==> src/rtl/pcig_pkg.sv <==
package pcig_pkg;

  // Any bit of the current port value differs from the stored snapshot.
  function automatic logic port_moved(input logic [63:0] now_v,
                                      input logic [63:0] snap_v);
    return |(now_v ^ snap_v);
  endfunction

  // A bus access of either kind is in progress.
  function automatic logic bus_touch(input logic rd, input logic wr);
    return rd | wr;
  endfunction

endpackage

==> src/rtl/pcig_units.sv <==
module pcig_snapshot #(
  parameter int WIDTH = 8
) (
  input  logic             clk,
  input  logic             rst_n,
  input  logic             reload,
  input  logic [WIDTH-1:0] pins,
  output logic [WIDTH-1:0] snap
);
  // Reset and an access both seed the snapshot from the live pins.
  always_ff @(posedge clk) begin
    if (!rst_n || reload) snap <= pins;
  end
endmodule

module pcig_compare #(
  parameter int WIDTH = 8
) (
  input  logic [WIDTH-1:0] pins,
  input  logic [WIDTH-1:0] snap,
  output logic             moved
);
  import pcig_pkg::*;
  localparam int PAD = 64 - WIDTH;

  generate
    if (PAD > 0) begin : g_pad
      always_comb moved = port_moved({{PAD{1'b0}}, pins}, {{PAD{1'b0}}, snap});
    end else begin : g_full
      always_comb moved = port_moved(pins[63:0], snap[63:0]);
    end
  endgenerate
endmodule

module pcig_irq_reg (
  input  logic clk,
  input  logic rst_n,
  input  logic mask,
  input  logic moved,
  output logic pull
);
  // Masked in the reload clock; otherwise follows the comparison.
  always_ff @(posedge clk) begin
    if (!rst_n)    pull <= 1'b0;
    else if (mask) pull <= 1'b0;
    else           pull <= moved;
  end
endmodule

==> src/rtl/port_change_irq.sv <==
module port_change_irq #(
  parameter int WIDTH = 8
) (
  input  logic             clk,
  input  logic             rst_n,
  input  logic [WIDTH-1:0] pin_sync,
  input  logic             rd_stb,
  input  logic             wr_stb,
  output logic             irq_pull
);
  import pcig_pkg::*;

  logic             access;
  logic             mismatch;
  logic [WIDTH-1:0] snap_q;

  always_comb access = bus_touch(rd_stb, wr_stb);

  pcig_snapshot #(.WIDTH(WIDTH)) u_snap (
    .clk    (clk),
    .rst_n  (rst_n),
    .reload (access),
    .pins   (pin_sync),
    .snap   (snap_q)
  );

  pcig_compare #(.WIDTH(WIDTH)) u_cmp (
    .pins  (pin_sync),
    .snap  (snap_q),
    .moved (mismatch)
  );

  pcig_irq_reg u_irq (
    .clk   (clk),
    .rst_n (rst_n),
    .mask  (access),
    .moved (mismatch),
    .pull  (irq_pull)
  );
endmodule

==> config.mk <==
export PLATFORM = sky130hd
export DESIGN_NAME = port_change_irq
export DESIGN_NICKNAME = d
export VERILOG_FILES = /design/src/rtl/pcig_pkg.sv /design/src/rtl/pcig_units.sv /design/src/rtl/port_change_irq.sv
export SDC_FILE = /design/constraint.sdc
export NUM_CORES = 1
export LEC_CHECK = 0
export CAP_MARGIN = 15
export CELL_PAD_IN_SITES_DETAIL_PLACEMENT = 1
export CELL_PAD_IN_SITES_GLOBAL_PLACEMENT = 2
export CORE_MARGIN = 1.5
export CORE_UTILIZATION = 26
export CTS_BUF_LIST = sky130_fd_sc_hd__clkbuf_8
export DETAILED_ROUTE_END_ITERATION = 8
export PLACE_DENSITY = 0.82
export SLEW_MARGIN = 0
export SYNTH_ARGS = -nofsm -noshare
export SYNTH_HDL_FRONTEND = slang
export SYNTH_HIERARCHICAL = 1
export SYNTH_SLANG_ARGS = --single-unit
==> constraint.sdc <==
create_clock -name clk -period 1.3 [get_ports clk]
set_clock_uncertainty 0.1 [all_clocks]
set_input_delay 0.39 -clock clk [delete_from_list [all_inputs] [get_ports clk]]
set_output_delay 0.39 -clock clk [all_outputs]
set_load 0.05 [all_outputs]
## Word level (Yosys, flattened, before mapping)

Index checks and enable logic that the tools add are counted.

- Bitwise logic cells: 3
- Reduce and logical (&&, ||, !) cells: 4

Operators with widths:

| cell | count |
|---|---|
| OR reduction 64 bit | 1 |
| XOR 8 bit | 1 |
| OR reduction 2 bit | 1 |
| logical NOT 1 bit | 1 |
| logical OR 1 bit | 1 |
| NOT 1 bit | 1 |
| bitwise OR 1 bit | 1 |

- Flip-flop bits (word level): 9
- Input port bits: 12
- Output and inout bits: 1
- Word-level logic and storage cells: 9

## Logic depth before layout (Yosys ltp)

- Word-level depth: 2
- Depth in mapped cells: 4
- Mapped depth without buffers: 4

## By module

The synthesis kept the hierarchy.

By module, submodules not included:

| module | times used | cells each | area each (µm²) | seq. area each (µm²) |
|---|---|---|---|---|
| pcig_snapshot | 1 | 9 | 246.5 | 240.2 |
| pcig_compare | 1 | 11 | 86.3 | 0.0 |
| pcig_irq_reg | 1 | 2 | 28.8 | 20.0 |
| port_change_irq | 1 | 1 | 6.3 | 0.0 |

## Least setup slack after synthesis

OpenSTA, ideal clock, no wires.

- Path type: in2reg
- From: input port wr_stb
- To: register u_snap.snap[0], enable pin
- Arrival time: 0.856 ns
- Required time: 0.899 ns
- Path slack: 0.043 ns
- Stages: 2
- Path through: or2_1 > nand2b_1

- Longest elaborated chain between the ends: 2

Ends and longest elaborated chain:

| what | RTL line | source |
|---|---|---|
| start: declaration | port_change_irq.sv:8 | `input logic wr_stb,` |
| bitwise OR 1 bit | pcig_pkg.sv:11 | `return rd \| wr;` |
| logical OR 1 bit | pcig_units.sv:12 | `if (!rst_n \|\| reload) snap <= pins;` |
| end signal: assignment | pcig_units.sv:12 |  |
| end: declaration | pcig_units.sv:8 | `output logic [WIDTH-1:0] snap` |

No other way between the ends.
A chain may end at the register's enable or synchronous reset.

## Worst setup path in the final report

- From: register u_snap.snap[6]
- To: register u_irq.pull

- Longest elaborated chain between the ends: 2

Ends and longest elaborated chain:

| what | RTL line | source |
|---|---|---|
| XOR 8 bit | pcig_pkg.sv:6 | `return \|(now_v ^ snap_v);` |
| OR reduction 64 bit | pcig_pkg.sv:6 |  |
| via mismatch | port_change_irq.sv:14 | `logic mismatch;` |
| end signal: assignment | pcig_units.sv:46 | `else pull <= moved;` |
| end: declaration | pcig_units.sv:40 | `output logic pull` |

The timed path passes the listed nets, and every way through them passes these cells.

==> impl_metrics.json <==
{
  "chipWidth_um": 40.6,
  "finish.net_count": 52,
  "placed_cells": 50,
  "cts_tree": "built",
  "drc": 0,
  "critPathLaunchType": "register",
  "arrival_ns": 1.31,
  "die-area_mm2": 0.00165,
  "post-dp-hpwl_um": 536,
  "initial_core_util_pct": 27.9,
  "cp.required_ns": 1.33,
  "clk_pin_slew_ns": 0.05,
  "rsz0062_at_grt": "true",
  "yosys.area.top_type": "edfxtp_1",
  "stdcell_count": 54,
  "cts_max_level": 1,
  "cts_sinks": 9,
  "coreArea_mm2": 0.00132,
  "drt-pass1-iter-count": 2,
  "post_route_cells_drive_above_1_share_pct": 15.4,
  "port_buffers": 12,
  "gp_congestion": 0.628,
  "syn-cell-area_um2": 368,
  "antenna_found_initial": 0,
  "grt_overflow": 0,
  "netlist_instances": 23,
  "grt_start_max_net_pins": 9,
  "slew_headroom_pct": 84.7,
  "diodes": 0,
  "row_count": 13,
  "layout_min_cycle_time_ns": 1.28,
  "hold_viol_final": 0,
  "path_cells": "xor2_1 > nor4_2 > nand2_1 > and3b_1",
  "wire_per_inst_um": 12.8,
  "hold_ws_ns": 0.371,
  "avgSynthCellArea_um2": 16.0,
  "track_usage_pct": 10.6,
  "crit_fanout": 1,
  "grt_pass1_wl_um": 1010,
  "post-route-period-util_pct": 98.5,
  "yosys_register_bits": 9,
  "final_antenna_net_count": 0,
  "grt_pass1_vias": 245,
  "fillers": 135,
  "worst_pin_slew_ns": 0.227,
  "placed_area_um2": 517,
  "synth.distinct_cells": 8,
  "finalSetupViolations": 0,
  "endpoint_kind": "register",
  "drt-total-wl_um": 689,
  "root_buffer": "clkbuf_8",
  "via_count": 234,
  "die_y_um": 40.6,
  "maxCapViolations": 0,
  "slowest_stage": "edfxtp_1",
  "power_density_mw_per_mm2": 1320,
  "drv_slew": 0,
  "postCtsHoldBufs": 0,
  "outcome": "finished, final reports clean",
  "drt_iter0_drc": 2,
  "yosys_warnings": 6,
  "synth.net_count": 35,
  "area_growth_syn_to_layout_pct": 53.7,
  "stdcell_area_um2": 566,
  "cts_made_buffers": 3,
  "yosysTopAreaCellShare_pct": 65.3,
  "cpPeakStageDelay_ns": 0.37,
  "worst-setup-path-type": "reg -> reg",
  "vias_per_cell": 4.33,
  "yosys-top-cells-area": "edfxtp_1, xor2_1, dfxtp_1",
  "power_mw": 0.746,
  "cts_buffer_depth": 2,
  "ir_drop_mv": 0.496,
  "leakage_nw": 0.237,
  "worstHoldPathType": "in -> reg",
  "clk_latency_ns": 0.23,
  "reg2reg_setup_slack_ns": 0.02,
  "max_freq_ghz": 0.781,
  "synth_seq_area_share_pct": 70.7,
  "ios": 13
}
## path summary, 6_finish.rpt
kind | startpoint | to | cells past startpoint
worst max-delay path | u_snap/snap[6] | u_irq/pull | 4
worst min-delay path | pin_sync[4] | u_snap/snap[4] | 1
worst max register to register | u_snap/snap[6] | u_irq/pull | 4
worst min register to register | u_snap/snap[3] | u_irq/pull | 4
## worst max-delay path: cells and delay by family (launching register included)
kind | cells | cell delay [ns]
XOR/XNOR | 1 | 0.16
flip-flops | 1 | 0.37
AND/OR/NAND/NOR | 3 | 0.54
## stage by stage
stage,util (%),TNS (ns),worst slack [ns]
after detailed placement,39.2,-4.29,-0.514
after global placement,39.2,-3.80,-0.492
after global routing,42.9,-0.0684,-0.0684
after floorplan,-,0,0.0433
final,42.9,0,0.0196
after CTS,42.5,-0.0112,-0.0112
## synth_stat cells (all sizes together)
library cell	count
dfxtp	1
or2	1
nor4	2
nand2	1
xor2	8
and3b	1
edfxtp	8
nand2b	1
## report_power, final
part	internal [mW]	switching, mW	total [mW]
clock	0.206	0.112	0.317
combinational	0.0429	0.0345	0.0774
sequential	0.341	0.0103	0.351
## final cells by class
cell class	instances	area, µm²	area share, %
Clock inverter	1	3.75	0.664
Multi-Input combinational cell	14	121	21.5
Timing Repair Buffer	12	120	21.2
Tap cell	15	18.8	3.32
Clock buffer	3	41.3	7.30
Sequential cell	9	260	46.0
## metal layers
metal  vias up  global-route usage [%]  routed length (µm)
li1        118                       -                   -
met1       102                    11.5                 295
met2        14                    16.3                 327
met3         0                    4.89                  66
met4         0                    7.50                   0
met5         -                       0                   0
## logic make-up after synthesis
group / after synthesis / synth area share [%]
simple gates: 6 / 10.2
xor+xnor: 8 / 19.0
flops: 9 / 70.7
## timing repair
action | 4_1_cts | 5_1_grt
pin swaps | 7 | 0
gates resized for setup | 14 | 1
buffers inserted | 0 | 0
endpoints found under the setup margin | 9 | 1
## flip-flops by register name (all words and copies together), names as in the netlist
signal	cells
u_snap/snap	8
u_irq/pull	1
## placed cells by master, fill, tap and decap left out
master           synthesis  routed
nor4_1                   2       1
nor4_2                   0       1
buf_12                   0       1
inv_1                    0       1
clkdlybuf4s50_1          0       1
nand2_1                  1       1
dlygate4sd2_1            0       8
clkdlybuf4s15_1          0       2
nand2b_4                 0       1
clkbuf_8                 0       3
or2_1                    1       1
dfxtp_1                  1       1
xor2_1                   8       8
and3b_1                  1       1
edfxtp_1                 8       8
Note: power is estimated with default switching activity, not from simulation.
